<file path="src/rtl/pit_pkg.sv">
`timescale 1ns/1ps
package pit_pkg;

    typedef enum logic [2:0] {
        ST_NOMODE,
        ST_WAITCNT,
        ST_ARMED,
        ST_COUNT,
        ST_EXPIRED
    } pit_state_e;

    typedef enum logic [2:0] {
        CMD_IDLE,
        CMD_CFG,
        CMD_LOAD,
        CMD_ARM,
        CMD_RESTART,
        CMD_STEP
    } pit_cmd_e;

    // Codes 6 and 7 alias the rate and square-wave modes.
    function automatic logic [2:0] canon_mode(input logic [2:0] m);
        return (m > 3'd5) ? (m - 3'd4) : m;
    endfunction

    function automatic logic gate_retriggers(input logic [2:0] m);
        return (m == 3'd1) || (m == 3'd2) || (m == 3'd3) || (m == 3'd5);
    endfunction

    function automatic logic gate_pauses(input logic [2:0] m);
        return (m == 3'd0) || (m == 3'd4);
    endfunction

    function automatic logic waits_for_gate(input logic [2:0] m);
        return (m == 3'd1) || (m == 3'd5);
    endfunction

    function automatic logic single_pass(input logic [2:0] m);
        return (m != 3'd2) && (m != 3'd3);
    endfunction

endpackage

</file>
<file path="src/rtl/pit_gate_edge.sv">
`timescale 1ns/1ps
module pit_gate_edge (
    input  logic clk,
    input  logic rst_n,
    input  logic gate_i,
    output logic rise_o
);
    logic gate_q;

    always_ff @(posedge clk) begin
        if (!rst_n) gate_q <= 1'b0;
        else        gate_q <= gate_i;
    end

    assign rise_o = gate_i & ~gate_q;
endmodule

</file>
<file path="src/rtl/pit_fsm.sv">
`timescale 1ns/1ps
module pit_fsm
    import pit_pkg::*;
(
    input  logic       clk,
    input  logic       rst_n,
    input  logic       cfg_we,
    input  logic [2:0] cfg_mode,
    input  logic       cfg_bcd,
    input  logic       load_we,
    input  logic       gate_i,
    input  logic       gate_rise,
    input  logic       tick,
    input  logic       term,
    output pit_state_e state_o,
    output logic [2:0] mode_o,
    output logic       bcd_o,
    output pit_cmd_e   cmd_o
);
    pit_state_e state_q, state_d;
    logic [2:0] mode_q;
    logic       bcd_q;
    logic       step_ok;
    pit_state_e load_target;
    pit_cmd_e   load_cmd;

    // State register and stored configuration
    always_ff @(posedge clk) begin
        if (!rst_n) begin
            state_q <= ST_NOMODE;
            mode_q  <= 3'd7;
            bcd_q   <= 1'b0;
        end else begin
            state_q <= state_d;
            if (cfg_we) begin
                mode_q <= canon_mode(cfg_mode);
                bcd_q  <= cfg_bcd;
            end
        end
    end

    assign step_ok     = tick && (gate_i || !gate_pauses(mode_q));
    assign load_target = waits_for_gate(mode_q) ? ST_ARMED : ST_COUNT;
    assign load_cmd    = waits_for_gate(mode_q) ? CMD_ARM : CMD_LOAD;

    // Next state and command
    always_comb begin
        state_d = state_q;
        cmd_o   = CMD_IDLE;
        if (cfg_we) begin
            state_d = ST_WAITCNT;
            cmd_o   = CMD_CFG;
        end else begin
            unique case (state_q)
                ST_NOMODE: begin
                end
                ST_WAITCNT: begin
                    if (load_we) begin
                        state_d = load_target;
                        cmd_o   = load_cmd;
                    end
                end
                ST_ARMED: begin
                    if (load_we) begin
                        state_d = load_target;
                        cmd_o   = load_cmd;
                    end else if (gate_rise) begin
                        state_d = ST_COUNT;
                        cmd_o   = CMD_RESTART;
                    end
                end
                ST_COUNT, ST_EXPIRED: begin
                    if (load_we) begin
                        state_d = load_target;
                        cmd_o   = load_cmd;
                    end else if (gate_rise && gate_retriggers(mode_q)) begin
                        state_d = ST_COUNT;
                        cmd_o   = CMD_RESTART;
                    end else if (step_ok) begin
                        cmd_o = CMD_STEP;
                        if (state_q == ST_COUNT && term && single_pass(mode_q))
                            state_d = ST_EXPIRED;
                    end
                end
                default: begin
                end
            endcase
        end
    end

    assign state_o = state_q;
    assign mode_o  = mode_q;
    assign bcd_o   = bcd_q;
endmodule

</file>
<file path="src/rtl/pit_datapath.sv">
`timescale 1ns/1ps
module pit_datapath
    import pit_pkg::*;
#(
    parameter int CNT_W = 16
) (
    input  logic             clk,
    input  logic             rst_n,
    input  pit_cmd_e         cmd,
    input  logic [2:0]       mode,
    input  logic             first_pass,
    input  logic [CNT_W-1:0] load_val,
    output logic             out_o,
    output logic             tc_o,
    output logic [CNT_W-1:0] count_o,
    output logic             term_o
);
    localparam int RLD_W = CNT_W + 1;
    localparam logic [RLD_W-1:0] FULL = RLD_W'(1) << CNT_W;
    localparam logic [RLD_W-1:0] ONE  = RLD_W'(1);
    localparam logic [RLD_W-1:0] TWO  = RLD_W'(2);

    logic [RLD_W-1:0] rld_q, cnt_q, load_n, sq_next;
    logic [RLD_W:0]   sq_sum;
    logic             out_q, tc_q;

    assign load_n  = (load_val == '0) ? FULL : {1'b0, load_val};
    assign term_o  = (cnt_q == ONE);
    // Square-wave fold: step by two and add one period when crossing zero.
    assign sq_sum  = {1'b0, cnt_q} + {1'b0, rld_q} - {1'b0, TWO};
    assign sq_next = (sq_sum == '0) ? rld_q : sq_sum[RLD_W-1:0];

    always_ff @(posedge clk) begin
        if (!rst_n) begin
            rld_q <= FULL;
            cnt_q <= '0;
            out_q <= 1'b0;
            tc_q  <= 1'b0;
        end else begin
            tc_q <= 1'b0;
            unique case (cmd)
                CMD_IDLE: begin
                end
                CMD_CFG: out_q <= 1'b0;
                CMD_LOAD: begin
                    rld_q <= load_n;
                    cnt_q <= load_n;
                    out_q <= (mode == 3'd3);
                end
                CMD_ARM: begin
                    rld_q <= load_n;
                    cnt_q <= load_n;
                    out_q <= 1'b0;
                end
                CMD_RESTART: begin
                    cnt_q <= rld_q;
                    out_q <= (mode == 3'd3);
                end
                CMD_STEP: begin
                    if (mode == 3'd2) begin
                        if (term_o) begin
                            cnt_q <= rld_q;
                            out_q <= 1'b1;
                            tc_q  <= 1'b1;
                        end else begin
                            cnt_q <= cnt_q - ONE;
                            out_q <= 1'b0;
                        end
                    end else if (mode == 3'd3) begin
                        if (cnt_q <= TWO) begin
                            cnt_q <= sq_next;
                            if (rld_q != ONE) out_q <= ~out_q;
                            tc_q <= ~out_q | (rld_q == ONE);
                        end else begin
                            cnt_q <= cnt_q - TWO;
                        end
                    end else begin
                        cnt_q <= cnt_q - ONE;
                        if (first_pass && term_o) begin
                            out_q <= 1'b1;
                            tc_q  <= 1'b1;
                        end else if (!first_pass && (mode == 3'd4 || mode == 3'd5)) begin
                            out_q <= 1'b0;
                        end
                    end
                end
                default: begin
                end
            endcase
        end
    end

    assign out_o   = out_q;
    assign tc_o    = tc_q;
    assign count_o = cnt_q[CNT_W-1:0];
endmodule

</file>
<file path="src/rtl/pit_channel.sv">
`timescale 1ns/1ps
module pit_channel
    import pit_pkg::*;
#(
    parameter int CNT_W = 16
) (
    input  logic             clk,
    input  logic             rst_n,
    input  logic             cfg_we,
    input  logic [2:0]       cfg_mode,
    input  logic             cfg_bcd,
    input  logic             load_we,
    input  logic [CNT_W-1:0] load_val,
    input  logic             gate_in,
    input  logic             tick_en,
    output logic             wave_out,
    output logic             tc_irq,
    output logic [CNT_W-1:0] count,
    output logic             bcd_flag
);
    pit_state_e fsm_state;
    pit_cmd_e   fsm_cmd;
    logic [2:0] cur_mode;
    logic       gate_rise;
    logic       at_term;

    pit_gate_edge u_edge (
        .clk    (clk),
        .rst_n  (rst_n),
        .gate_i (gate_in),
        .rise_o (gate_rise)
    );

    pit_fsm u_fsm (
        .clk       (clk),
        .rst_n     (rst_n),
        .cfg_we    (cfg_we),
        .cfg_mode  (cfg_mode),
        .cfg_bcd   (cfg_bcd),
        .load_we   (load_we),
        .gate_i    (gate_in),
        .gate_rise (gate_rise),
        .tick      (tick_en),
        .term      (at_term),
        .state_o   (fsm_state),
        .mode_o    (cur_mode),
        .bcd_o     (bcd_flag),
        .cmd_o     (fsm_cmd)
    );

    pit_datapath #(.CNT_W(CNT_W)) u_dp (
        .clk        (clk),
        .rst_n      (rst_n),
        .cmd        (fsm_cmd),
        .mode       (cur_mode),
        .first_pass (fsm_state == ST_COUNT),
        .load_val   (load_val),
        .out_o      (wave_out),
        .tc_o       (tc_irq),
        .count_o    (count),
        .term_o     (at_term)
    );
endmodule

</file>
<file path="config.mk">
export PLATFORM = sky130hd
export DESIGN_NAME = pit_channel
export DESIGN_NICKNAME = d
export VERILOG_FILES = /design/src/rtl/pit_pkg.sv /design/src/rtl/pit_gate_edge.sv /design/src/rtl/pit_fsm.sv /design/src/rtl/pit_datapath.sv /design/src/rtl/pit_channel.sv
export SDC_FILE = /design/constraint.sdc
export NUM_CORES = 1
export LEC_CHECK = 0
export ABC_CLOCK_PERIOD_IN_PS = 5650
export BUFFER_PORTS_ARGS = -buffer_cell sky130_fd_sc_hd__buf_2
export CAP_MARGIN = 0
export CORE_UTILIZATION = 57
export DETAILED_ROUTE_END_ITERATION = 10
export PLACE_DENSITY = 0.75
export SYNTH_ARGS = -nofsm -noshare
export SYNTH_HDL_FRONTEND = slang
export SYNTH_HIERARCHICAL = 1
export SYNTH_SLANG_ARGS = --single-unit
</file>
<file path="constraint.sdc">
create_clock -name clk -period 5.65 [get_ports clk]
set_input_delay 0.8475 -clock clk [delete_from_list [all_inputs] [get_ports clk]]
set_output_delay 0.8475 -clock clk [all_outputs]
set_load 0.02 [all_outputs]
</file>
After elaboration in Yosys (flattened, before gate mapping)
Index checks and enable logic that the tools add are counted.
{ "op_classes": {"addsub": 5, "mul": 0, "n_div": 0, "magnitude_cmp": 2, "eq_ne": 30, "n_shift": 0, "mux": 39, "bitwise_logic": 5, "reduce_logical": 31} }
{ "op_table": {"columns": ["op", "n"], "rows": [
  ["17-bit two-way mux", 6],
  ["17-bit case mux with 3 select lines", 1],
  ["3-bit two-way mux", 15],
  ["17-bit by 1-bit == test with 1-bit output (second input constant)", 2],
  ["17-bit by 17-bit adder with 18-bit output", 1],
  ["3-bit by 2-bit == test with 1-bit output (second input constant)", 6],
  ["18-bit logical NOT", 1],
  ["3-bit case mux with 3 select lines", 2],
  ["18-bit by 2-bit subtractor with 18-bit output (second input constant)", 1],
  ["17-bit by 2-bit <= comparator with 1-bit output (second input constant)", 1],
  ["17-bit by 1-bit != test with 1-bit output (second input constant)", 1],
  ["17-bit by 1-bit subtractor with 17-bit output (second input constant)", 1],
  ["17-bit by 2-bit subtractor with 17-bit output (second input constant)", 1],
  ["16-bit logical NOT", 1],
  ["3-bit == test (second input constant)", 5],
  ["1-bit two-way mux", 14],
  ["5-bit by 3-bit != test with 1-bit output (second input constant)", 2],
  ["5-bit AND reduction", 2],
  ["2-bit OR reduction", 5],
  ["3-bit by 1-bit == test with 1-bit output (second input constant)", 3],
  ["3-bit by 2-bit != test with 1-bit output (second input constant)", 3],
  ["3-bit nonzero test", 3],
  ["4-bit by 2-bit != test with 1-bit output (second input constant)", 2],
  ["4-bit != test (second input constant)", 2],
  ["17 further kinds", 31]
]} }
{ "totals": {"regBits": 44, "latchBits": 0, "ram_bits": 0, "mem_bits_ro": 0, "memories": 0} }

Logic depth before layout (Yosys ltp)
Gate-level depths: netlist (run 1).
{ "logic_depth": {"depth_word": 14, "mapped_depth": 15, "mapped_depth_nobuf": 14} }

Modules after synthesis
The synthesis (run 1) kept the hierarchy.
{ "modules_own_cells": {"columns": ["module", "n_inst", "cells_per_inst", "area_each_um2", "seq_area_each_um2"], "rows": [
  ["pit_datapath", 1, 721, 4918.5, 720.7],
  ["pit_fsm", 1, 80, 615.6, 140.1],
  ["pit_gate_edge", 1, 3, 40.0, 20.0],
  ["pit_channel", 1, 1, 8.8, 0.0]
]} }

Least setup slack after synthesis (run 1)
No wires, ideal clock.
{ "synth_path": {"path_type": "reg-to-reg", "from": "reg u_dp.cnt_q[1]", "to": "reg u_dp.cnt_q[8]", "setup_time_ns": 0.086, "t_arrival_ns": 3.288, "required_ns": 5.564, "path_slack_ns": 2.277, "path_stages_with_launch": 16, "n_path_buf": 1, "period_less_slack_ns": 3.373, "path_cell_list": "dfxtp_1 inv_1 ha_1 inv_1 ha_1 inv_1 fa_1 nor2b_1 o21a_1 nor2_1 o41ai_1 xor2_1 nor3_1 buf_2 nand3_1 a211oi_1"} }
{ "synth_via": {"elab_chain_len": 8, "word_cells_on_any_way": 13, "classes_between": "add/sub: 4; order compare: 1; eq/ne: 1; mux: 6; reduce/logical: 1"} }
{ "synth_lines": {"columns": ["item", "line_no", "source"], "rows": [
  ["start: declaration", "pit_datapath.sv:23", "logic [RLD_W-1:0] rld_q, cnt_q, load_n, sq_next;"],
  ["start signal: assignment", "pit_datapath.sv:47", "cnt_q <= load_n;"],
  ["start signal: assignment", "pit_datapath.sv:52", "cnt_q <= load_n;"],
  ["start signal: assignment", "pit_datapath.sv:56", "cnt_q <= rld_q;"],
  ["17-bit by 17-bit adder with 18-bit output", "pit_datapath.sv:30", "assign sq_sum = {1'b0, cnt_q} + {1'b0, rld_q} - {1'b0, TWO};"],
  ["18-bit by 2-bit subtractor with 18-bit output", "pit_datapath.sv:30", null],
  ["18-bit logical NOT", "pit_datapath.sv:31", "assign sq_next = (sq_sum == '0) ? rld_q : sq_sum[RLD_W-1:0];"],
  ["17-bit two-way mux", "pit_datapath.sv:31", null],
  ["17-bit two-way mux", "pit_datapath.sv:70", "if (cnt_q <= TWO) begin"],
  ["17-bit two-way mux", "pit_datapath.sv:69", "end else if (mode == 3'd3) begin"],
  ["17-bit two-way mux *", "pit_datapath.sv:60", "if (mode == 3'd2) begin"],
  ["17-bit case mux with 3 select lines *", "pit_datapath.sv:41", "unique case (cmd)"]
]} }
Every way passes the cells marked *; elsewhere a longest branch is shown, timed or not.
A chain may end at the register's enable or synchronous reset.

Final worst setup path (run 1)
Same ends and word-level chain as after synthesis.

==> impl_metrics.toml, run 1 <==
[setup_path]
worst_path_max_delay_cell = "dfxtp_1"
critPathRequiredTime_ns = 5.87
cp.buffers_inverters = 4
crit_top_cell = "inv_1"
cp_max_fo = 9
start_kind = "flop"
critPathArrivalTime_ns = 4.45
slowest_delay_ns = 0.50
critPathKind = "flop to flop"
end_kind = "flop"
worst_path_dominant_cell_family = "compound AO/OA/AOI/OAI gates"
crit_chain = "inv_1 > ha_1 > inv_1 > ha_1 > inv_1 > fa_1 > nor2b_1 > o21a_1 > nor2_1 > o41ai_1 > xor2_1 > nor3_1 > buf_4 > nand3_1 > a211oi_1"

[route]
wl_mm = 19.54
met3_wirelength_mm = 2.294
drt-initial-drc-count = 1097
vias_per_cell = 6.796
wl_met1_mm = 8.199
vias = 6320
dr.pass1.iters = 5
wl_per_cell_um = 21.01
highest_layer = "met4"
ant_nets = 0
drcViolationCount = 0
wl_met2_mm = 8.332

[yosys]
synthCells = 805
synthFlopType = "dfxtp_1"
yosys.area.top_type_share_pct = 15.78
avgSynthCellArea_um2 = 6.935
synthArstFlopShare_pct = 0
syn_area_um2 = 5583
synth.area.top_cells = "dfxtp_1 (16%), ha_1 (8.5%), o21ai_0 (6.9%)"
synth_fp_nets = 870
synth.yosys.warnings = 6
yosysTopAreaCell = "dfxtp_1"
synth_seq_cells = 44
ys_types = 84
yosysSeqAreaShare_pct = 15.78
synth_edf_count = 0

[timing]
tightest_slew_ns = 1.245
hold_viol_final = 0
rsz0062_at_grt = "no"
slew_headroom_pct = 16.66
fmax_mhz = 236.4
fin_crit_sh_pct = 74.88
fin_skew_ns = 0.009297
timing.final.crit_period_ns = 4.231
drv_slew = 0
fin_tns_setup_ns = 0
finalSetupViolations = 0

[global_route]
grt_pass1_wl_mm = 30.66
grt_remaining_overflow = 0
grt_usage_pct = 38.72
grt_max_degree = 36
antenna_found_initial = 0
grt_pass1_vias = 5842

[die]
die_height_um = 101.0
ios = 45
fp.dieArea_um2 = 10190
core_um2 = 9371
start_util_pct = 59.57
num_rows = 35
die_x_um = 101.0

[layout]
drive_gt1_share_pct = 10.24
area_growth_pct = 3.877
fin_nets = 865
fillers = 926
antenna_cells = 0
fin_util_pct = 61.88

[clock_tree]
cts_tree = "yes"
cts.path.max_buffers = 2
cts_resized = 0
cts.sinks = 44
path_clk_slew_ns = 0.10
postCtsSetupBuffers = 0
holdBufCountCts = 0
numCtsBuffers = 5
insertion_delay_ns = 0.31
root_buffer = "clkbuf_8"
h-tree-depth = 2

[place]
gp_congestion = 1.004
io_buffers = 44
dp_hpwl_mm = 14.70

[run_status]
status = "finished, final reports clean"

[flow_run]
drv_cap = 0

[power_and_ir_drop]
p_per_area_nw_per_um2 = 262.6
ir_drop_uv = 162.1
p_leak_nw = 2.399

[worst_hold_path]
hold_class = "flop to flop"
[flip-flops by register name, indices dropped and copies added (netlist names)]
signal / count
u_dp/cnt_q: 17
u_dp/rld_q: 17
u_fsm/mode_o: 3
u_fsm/state_o: 3
u_dp/out_o: 1
u_dp/tc_o: 1
u_edge/gate_q: 1
u_fsm/bcd_o: 1
[synth_stat cells, types with 5 or more instances]
cell and number:
nand2b_1 12, a41oi_1 5, buf_2 7, nor3b_1 5, a21oi_1 69, and3_1 11
xnor2_1 29, clkbuf_1 38, a31oi_1 10, a21boi_0 13, nor4_1 14, nand2_1 78
nand4_1 11, a21o_1 12, mux2i_1 8, nor2_1 40, nor2b_1 10, nand3_1 30
a211oi_1 7, inv_1 74, buf_4 16, dfxtp_1 44, o221ai_1 6, or3_1 6
o21ai_0 77, o21a_1 12, ha_1 38, and2_1 10, xor2_1 7, nor3_1 19
o211ai_1 6, o22ai_1 5
[per-layer routing]
layer / GRT usage [%] / vias to the layer above
li1: - / 2874
met1: 53.66 / 2907
met2: 59.64 / 469
met3: 5.340 / 70
met4: 16.95 / 0
met5: 0 / -
[stage by stage]
stage	setup WS, ns	cell area [µm²]	std cells	total power (W)	hold WS [ns]
floorplan	2.277	5583	805	0.001041	0.4487
global placement	1.424	5707	922	0.001255	0.4652
detailed placement	1.298	5707	922	0.001263	0.4774
CTS	1.525	5799	930	0.001482	0.4903
global route	1.078	5799	930	0.001600	0.5405
finish	1.419	5799	930	0.001523	0.5055
[path summary, 6_finish.rpt]
kind,start,endpoint,slack (ns),cells after the start
max,u_dp/cnt_q[1],u_dp/cnt_q[8],1.42,15
max reg2reg,u_dp/cnt_q[1],u_dp/cnt_q[8],1.42,15
min reg2reg,u_dp/rld_q[12],u_dp/rld_q[12],0.51,2
min,u_dp/rld_q[12],u_dp/rld_q[12],0.51,2
[worst reg2reg max path: stages, from the launching register on]
cell and delay [ns]:
dfxtp_1 0.50, inv_1 0.23, ha_1 0.35, inv_1 0.06, ha_1 0.17, inv_1 0.07, fa_1 0.41, nor2b_1 0.22
o21a_1 0.29, nor2_1 0.08, o41ai_1 0.46, xor2_1 0.25, nor3_1 0.45, buf_4 0.28, nand3_1 0.09, a211oi_1 0.23
[placed cells by master, fill, tap and decap left out, types with 5 or more instances in the layout]
| cell type | synthesis | layout |
|---|---|---|
| o21a_1 | 12 | 12 |
| nand4_1 | 11 | 11 |
| a211oi_1 | 7 | 7 |
| xnor2_1 | 29 | 29 |
| a21boi_0 | 13 | 13 |
| o21ai_0 | 77 | 76 |
| ha_1 | 38 | 38 |
| buf_4 | 16 | 7 |
| clkbuf_8 | 0 | 6 |
| nor4_1 | 14 | 14 |
| or3_1 | 6 | 6 |
| buf_2 | 7 | 44 |
| o211ai_1 | 6 | 6 |
| o22ai_1 | 5 | 5 |
| nand3_1 | 30 | 30 |
| a31oi_1 | 10 | 10 |
| a41oi_1 | 5 | 5 |
| nor2b_1 | 10 | 9 |
| xor2_1 | 7 | 7 |
| nor3b_1 | 5 | 5 |
| a21o_1 | 12 | 12 |
| nand2b_1 | 12 | 12 |
| nand2_1 | 78 | 78 |
| and2_1 | 10 | 10 |
| mux2i_1 | 8 | 8 |
| and3_1 | 11 | 11 |
| nor2_1 | 40 | 40 |
| a21oi_1 | 69 | 69 |
| inv_1 | 74 | 74 |
| dfxtp_1 | 44 | 44 |
| o221ai_1 | 6 | 6 |
| nor3_1 | 19 | 19 |
[area by class of cell]
cell class	instances	area [µm²]	share of cell area [%]
repair buffers	51	272.8	4.703
clock inverters	2	10.01	0.1726
well taps	129	161.4	2.783
multi-input cells	624	4114	70.94
inverters	74	277.8	4.790
clock buffers	6	82.58	1.424
flip-flops and latches	44	880.8	15.19
[kinds of logic (layout without fill, tap and decap cells)]
family	after synthesis	count (layout)	synth area share [%]
adder cells (fa/ha/maj)	39	39	8.875
AND/OR/NAND/NOR	274	274	26.27
buffers and inverters	137	133	10.58
flip-flops	44	44	15.78
XOR/XNOR	36	36	5.648
AO/OA/AOI/OAI	267	267	31.42
multiplexers	8	8	1.434
[report_power, final]
group | leakage [nW] | total, W | switching, W | internal [W]
clock | 0.0510 | 0.000221 | 0.000123 | 0.0000981
sequential | 0.359 | 0.000369 | 0.0000410 | 0.000328
combinational | 1.99 | 0.000932 | 0.000593 | 0.000339
total | 2.40 | 0.00152 | 0.000757 | 0.000765
No activity file was read; power rests on OpenSTA's default activity.
==> run 2: changes to the inputs <==
--- a/config.mk
+++ b/config.mk
@@ -5,7 +5,7 @@
 export SDC_FILE = /design/constraint.sdc
 export NUM_CORES = 1
 export LEC_CHECK = 0
-export ABC_CLOCK_PERIOD_IN_PS = 5650
+export ABC_CLOCK_PERIOD_IN_PS = 4450
 export BUFFER_PORTS_ARGS = -buffer_cell sky130_fd_sc_hd__buf_2
 export CAP_MARGIN = 0
 export CORE_UTILIZATION = 57
==> constraint.sdc (replaced) <==
create_clock -name clk -period 4.45 [get_ports clk]
set_input_delay 0.6675 -clock clk [delete_from_list [all_inputs] [get_ports clk]]
set_output_delay 0.6675 -clock clk [all_outputs]
set_load 0.02 [all_outputs]
==> run 2 against run 1 <==
Sequential power is 25% higher. Clock skew is 0.0031 ns higher. Global-route usage is 0.49 points higher. Non-clock buffer count is 8 higher. Largest power group unchanged. Combinational power is 30% higher. Count of clock-buffer cells in the layout is 1 higher. Highest routed layer unchanged.
==> impl_metrics.toml, run 2 (synthesis gave the netlist of run 1 again) <==
[run_status]
status = "finished, final reports clean"

[global_route]
grt_pass1_vias = 5665
grt_usage_pct = 39.20
grt_remaining_overflow = 0
grt_pass1_wl_mm = 30.92
grt_max_degree = 35
antenna_found_initial = 0

[clock_tree]
root_buffer = "clkbuf_8"
cts.sinks = 44
holdBufCountCts = 0
cts.path.max_buffers = 2
postCtsSetupBuffers = 0
insertion_delay_ns = 0.31
cts_tree = "yes"
cts_resized = 0
numCtsBuffers = 5
path_clk_slew_ns = 0.10
h-tree-depth = 2

[layout]
fin_nets = 873
postLayoutCellArea_um2 = 5858
area_growth_pct = 4.931
final_cell_mix = "nand2_1 (78), o21ai_0 (77), inv_1 (74), a21oi_1 (69)"
antenna_cells = 0
drive_gt1_share_pct = 10.88
reg_top3 = "u_dp/cnt_q x17, u_dp/rld_q x17"
layout_commonest_cell = "nand2_1"

[route]
drt-initial-drc-count = 916
met3_wirelength_mm = 2.302
wl_met1_mm = 8.298
ant_nets = 0
wl_mm = 19.63
highest_layer = "met4"
wl_per_cell_um = 20.93
wl_met2_mm = 8.356
vias_per_cell = 6.703
vias = 6287
drcViolationCount = 0
dr.pass1.iters = 8

[timing]
fin_skew_ns = 0.01239
fin_crit_sh_pct = 92.28
timing.final.crit_period_ns = 4.106
timing.final.ws_setup_ns = 0.3436
fmax_mhz = 243.5
fin_tns_setup_ns = 0
tightest_slew_ns = 1.201
slew_headroom_pct = 19.63
finalSetupViolations = 0
drv_slew = 0
rsz0062_at_grt = "no"
hold_viol_final = 0

[flow_run]
drv_cap = 0

[worst_hold_path]
hold_path_depth = 2
hold_class = "flop to flop"

[die]
core_um2 = 9371
ios = 45
die_height_um = 101.0
start_util_pct = 59.57
fp.dieArea_um2 = 10190
num_rows = 35
die_x_um = 101.0

[setup_path]
critPathArrivalTime_ns = 4.30
critPathKind = "flop to flop"
reg2reg_depth = 15
end_kind = "flop"
cp_max_fo = 13
start_kind = "flop"
critPathRequiredTime_ns = 4.64

[power_and_ir_drop]
p_sw_share_pct = 49.29
p_leak_nw = 2.432
p_clk_share_pct = 14.4
p_int_w = 0.0009870
seqPwrFrac_pct = 23.7
p_per_area_nw_per_um2 = 332.2
p_sw_w = 0.0009592
ir_drop_uv = 223.6
p_comb_share_pct = 62.0
finalPower_w = 0.001946

[place]
dp_hpwl_mm = 15.02
gp_congestion = 1.021
preCtsSetupSlack_ns = 0.5097
io_buffers = 44
placed_area_um2 = 5764
-- run 2: critical path, cell delays in order (launching register included) --
cell	delay, ns
dfxtp_1	0.54
inv_1	0.26
ha_1	0.35
inv_1	0.06
ha_1	0.19
inv_1	0.07
fa_1	0.40
nor2b_1	0.19
o21a_1	0.27
nor2_1	0.08
o41ai_1	0.41
xor2_1	0.47
nor3_1	0.09
buf_4	0.21
a311oi_1	0.27
o22ai_1	0.10
-- run 2: area by class of cell --
cell class,instances,area [µm²]
clock buffers,7,86.33
clock inverters,1,7.507
fillers,926,3513
inverters,74,277.8
multi-input cells,624,4111
flip-flops and latches,44,880.8
well taps,129,161.4
repair buffers,59,332.8
-- run 2: worst paths after layout --
check | end | startpoint | slack (ns)
setup / recovery | u_dp/cnt_q[1] | u_dp/cnt_q[1] | 0.34
hold / removal | u_fsm/bcd_o | u_fsm/bcd_o | 0.51
setup reg to reg | u_dp/cnt_q[1] | u_dp/cnt_q[1] | 0.34
hold reg to reg | u_fsm/bcd_o | u_fsm/bcd_o | 0.51
-- run 2: power groups by stage --
stage	sequential [W]	clock, W	combinational (W)
after CTS	0.000458	0.000283	0.00116
after floorplan	0.000449	0	0.000872
after global placement	0.000467	0	0.00113
after detailed placement	0.000468	0	0.00115
final	0.000461	0.000279	0.00121
after global routing	0.000464	0.000297	0.00129
-- run 2: routing by layer --
metal | GRT usage [%] | vias up
met4 | 15.05 | 0
met1 | 55.00 | 2920
met5 | 0 | -
met3 | 7.490 | 64
li1 | - | 2887
met2 | 59.01 | 416
-- run 2: per-stage QoR --
step                utilization (%)  hold WS [ns]  cells
floorplan                         -        0.4487    805
global placement              61.51        0.4683    930
detailed placement            61.51        0.4899    930
CTS                           62.51        0.5017    938
global route                  62.51        0.5159    938
finish                        62.51        0.5068    938
==> run 3: changes to the inputs <==
--- a/config.mk
+++ b/config.mk
@@ -10,7 +10,9 @@
 export CAP_MARGIN = 0
 export CORE_UTILIZATION = 57
 export DETAILED_ROUTE_END_ITERATION = 10
+export MAX_ROUTING_LAYER = met4
 export PLACE_DENSITY = 0.75
+export SLEW_MARGIN = 0
 export SYNTH_ARGS = -nofsm -noshare
 export SYNTH_HDL_FRONTEND = slang
 export SYNTH_HIERARCHICAL = 1
==> run 3 against run 2 <==
Largest cell class unchanged. Final cell count rose by 0.11%. Core utilization rose by 0.25 points. Setup slack got worse by 0.0082 ns. First-iteration DRC count fell by 2.8%. Clock power rose by 16%. Total power rose by 2.7%. Clock skew fell by 0.0057 ns. Combinational power barely moved. Hold slack got worse by 0.013 ns. Global-route usage rose by 1.4 points. Final area rose by 0.41%.
==> impl_metrics.toml, run 3 (synthesis gave the netlist of run 1 again) <==
[timing]
timing.final.crit_period_ns = 4.115
tightest_slew_ns = 1.133
hold_viol_final = 0
fmax_mhz = 243.0
fin_skew_ns = 0.006664
whs_ns = 0.4942
slew_headroom_pct = 24.16
fin_crit_sh_pct = 92.46
drv_slew = 0
fin_tns_setup_ns = 0
rsz0062_at_grt = "no"
finalSetupViolations = 0

[setup_path]
timing.rr.end = "u_dp/cnt_q[2]"
critPathArrivalTime_ns = 4.35
slowest_delay_ns = 0.55
crit_chain = "inv_1 > ha_1 > inv_1 > ha_1 > inv_1 > fa_1 > xor2_1 > nand4b_1 > mux2i_1 > o211ai_1 > nor4_4 > nand3b_4 > or4_1 > a31oi_1"
end_kind = "flop"
rrSetupSlack_ns = 0.34
endpoint = "u_dp/cnt_q[2]"
start_kind = "flop"
worst_path_max_delay_cell = "or4_1"
crit_top_cell = "inv_1"
critPathRequiredTime_ns = 4.69
reg2reg_depth = 14
critPathKind = "flop to flop"
cp_max_fo = 8
r2r_start = "u_dp/cnt_q[1]"
crit_path_start = "u_dp/cnt_q[1]"

[clock_tree]
path_clk_slew_ns = 0.09
root_buffer = "clkbuf_8"
holdBufCountCts = 0
cts.path.max_buffers = 2
h-tree-depth = 2
numCtsBuffers = 5
insertion_delay_ns = 0.31
cts_tree = "yes"
cts.sinks = 44

[power_and_ir_drop]
ir_drop_uv = 242.6
p_leak_nw = 2.447
p_sw_share_pct = 48.24
p_per_area_nw_per_um2 = 339.9
p_sw_w = 0.0009644
p_clk_share_pct = 16.2
seqPwrFrac_pct = 23.2
p_comb_share_pct = 60.7
finalPower_w = 0.001999
p_int_w = 0.001035

[global_route]
grt_pass1_wl_mm = 31.20
grt_max_degree = 35
grt_pass1_vias = 5950
grt_usage_pct = 40.64
grt_remaining_overflow = 0
antenna_found_initial = 0

[route]
wl_per_cell_um = 21.07
vias_per_cell = 6.749
drt-initial-drc-count = 890
wl_mm = 19.78
drcViolationCount = 0
vias = 6337
ant_nets = 0
dr.pass1.iters = 6

[die]
start_util_pct = 59.57
fp.dieArea_um2 = 10190
die_height_um = 101.0
ios = 45
num_rows = 35
die_x_um = 101.0
core_um2 = 9371

[worst_hold_path]
hold_path_depth = 2
hold_class = "flop to flop"

[layout]
fillers = 916
antenna_cells = 0
layout_commonest_cell = "nand2_1"
postLayoutCellArea_um2 = 5882
multiInputGateArea_um2 = 4113
fin_nets = 874
reg_top3 = "u_dp/cnt_q x17, u_dp/rld_q x17"
area_growth_pct = 5.356
fin_util_pct = 62.76
final_cell_mix = "nand2_1 (78), o21ai_0 (77), inv_1 (74), a21oi_1 (69), buf_2 (44)"
drive_gt1_share_pct = 11.23
regArea_um2 = 882.1

[flow_run]
drv_cap = 0

[place]
io_buffers = 44
gp_congestion = 1.028
dp_hpwl_mm = 15.09
placed_area_um2 = 5764

[run_status]
status = "finished, final reports clean"
-- run 3: cell type report --
type                       instances  share of cell area (%)
sequential                        44                   15.00
clock inverter                     2                  0.5956
clock buffer                       6                   1.234
multi-input combinational        624                   69.92
timing repair buffer              60                   5.786
tap                              129                   2.744
inverter                          74                   4.722
-- run 3: per-stage QoR --
stage	worst slack [ns]	cells
4_1_cts	0.2443	938
3_5_place_dp	0.2859	930
5_1_grt	0.1946	939
2_1_floorplan	1.077	805
3_3_place_gp	0.4286	930
6_report	0.3355	939
-- run 3: critical path, delay by kind of cell, from the launching register on --
family / cells / cell delay, ns
XOR/XNOR: 1 / 0.34
AO/OA/AOI/OAI: 2 / 0.40
adder cells (fa/ha/maj): 3 / 0.93
AND/OR/NAND/NOR: 4 / 1.20
buffers and inverters: 3 / 0.38
flip-flops: 1 / 0.48
multiplexers: 1 / 0.31
-- run 3: metal layers --
layer / vias up / wire [µm] / global-route usage (%) / part of all wire [%]
met4: 0 / 871 / 18.39 / 4.4
met1: 2948 / 8013 / 53.01 / 41
li1: 2891 / - / - / -
met5: - / 0 / - / 0
met3: 72 / 2390 / 8.044 / 12
met2: 426 / 8506 / 60.43 / 43
-- run 3: power groups by stage --
stage	logic, W	clock network (W)	registers, W
final	0.00121	0.000323	0.000463
after global placement	0.00113	0	0.000469
after floorplan	0.000872	0	0.000449
after CTS	0.00115	0.000323	0.000461
after detailed placement	0.00115	0	0.000470
after global routing	0.00130	0.000333	0.000467
-- run 3: worst min path at each step --
stage	endpoint	from	slack, ns
final	u_dp/rld_q[12]	u_dp/rld_q[12]	0.49
after global routing	u_dp/rld_q[12]	u_dp/rld_q[12]	0.52
after CTS	u_dp/rld_q[12]	u_dp/rld_q[12]	0.49
after detailed placement	u_dp/rld_q[12]	u_dp/rld_q[12]	0.47
after global placement	u_dp/rld_q[12]	u_dp/rld_q[12]	0.47
after floorplan	u_dp/rld_q[12]	u_dp/rld_q[12]	0.45
-- run 3: timing repair --
action / 4_1_cts / 5_1_grt
endpoints found under the setup margin: 0 / 4
resized for setup: 0 / 2
buffers inserted: 0 / 1
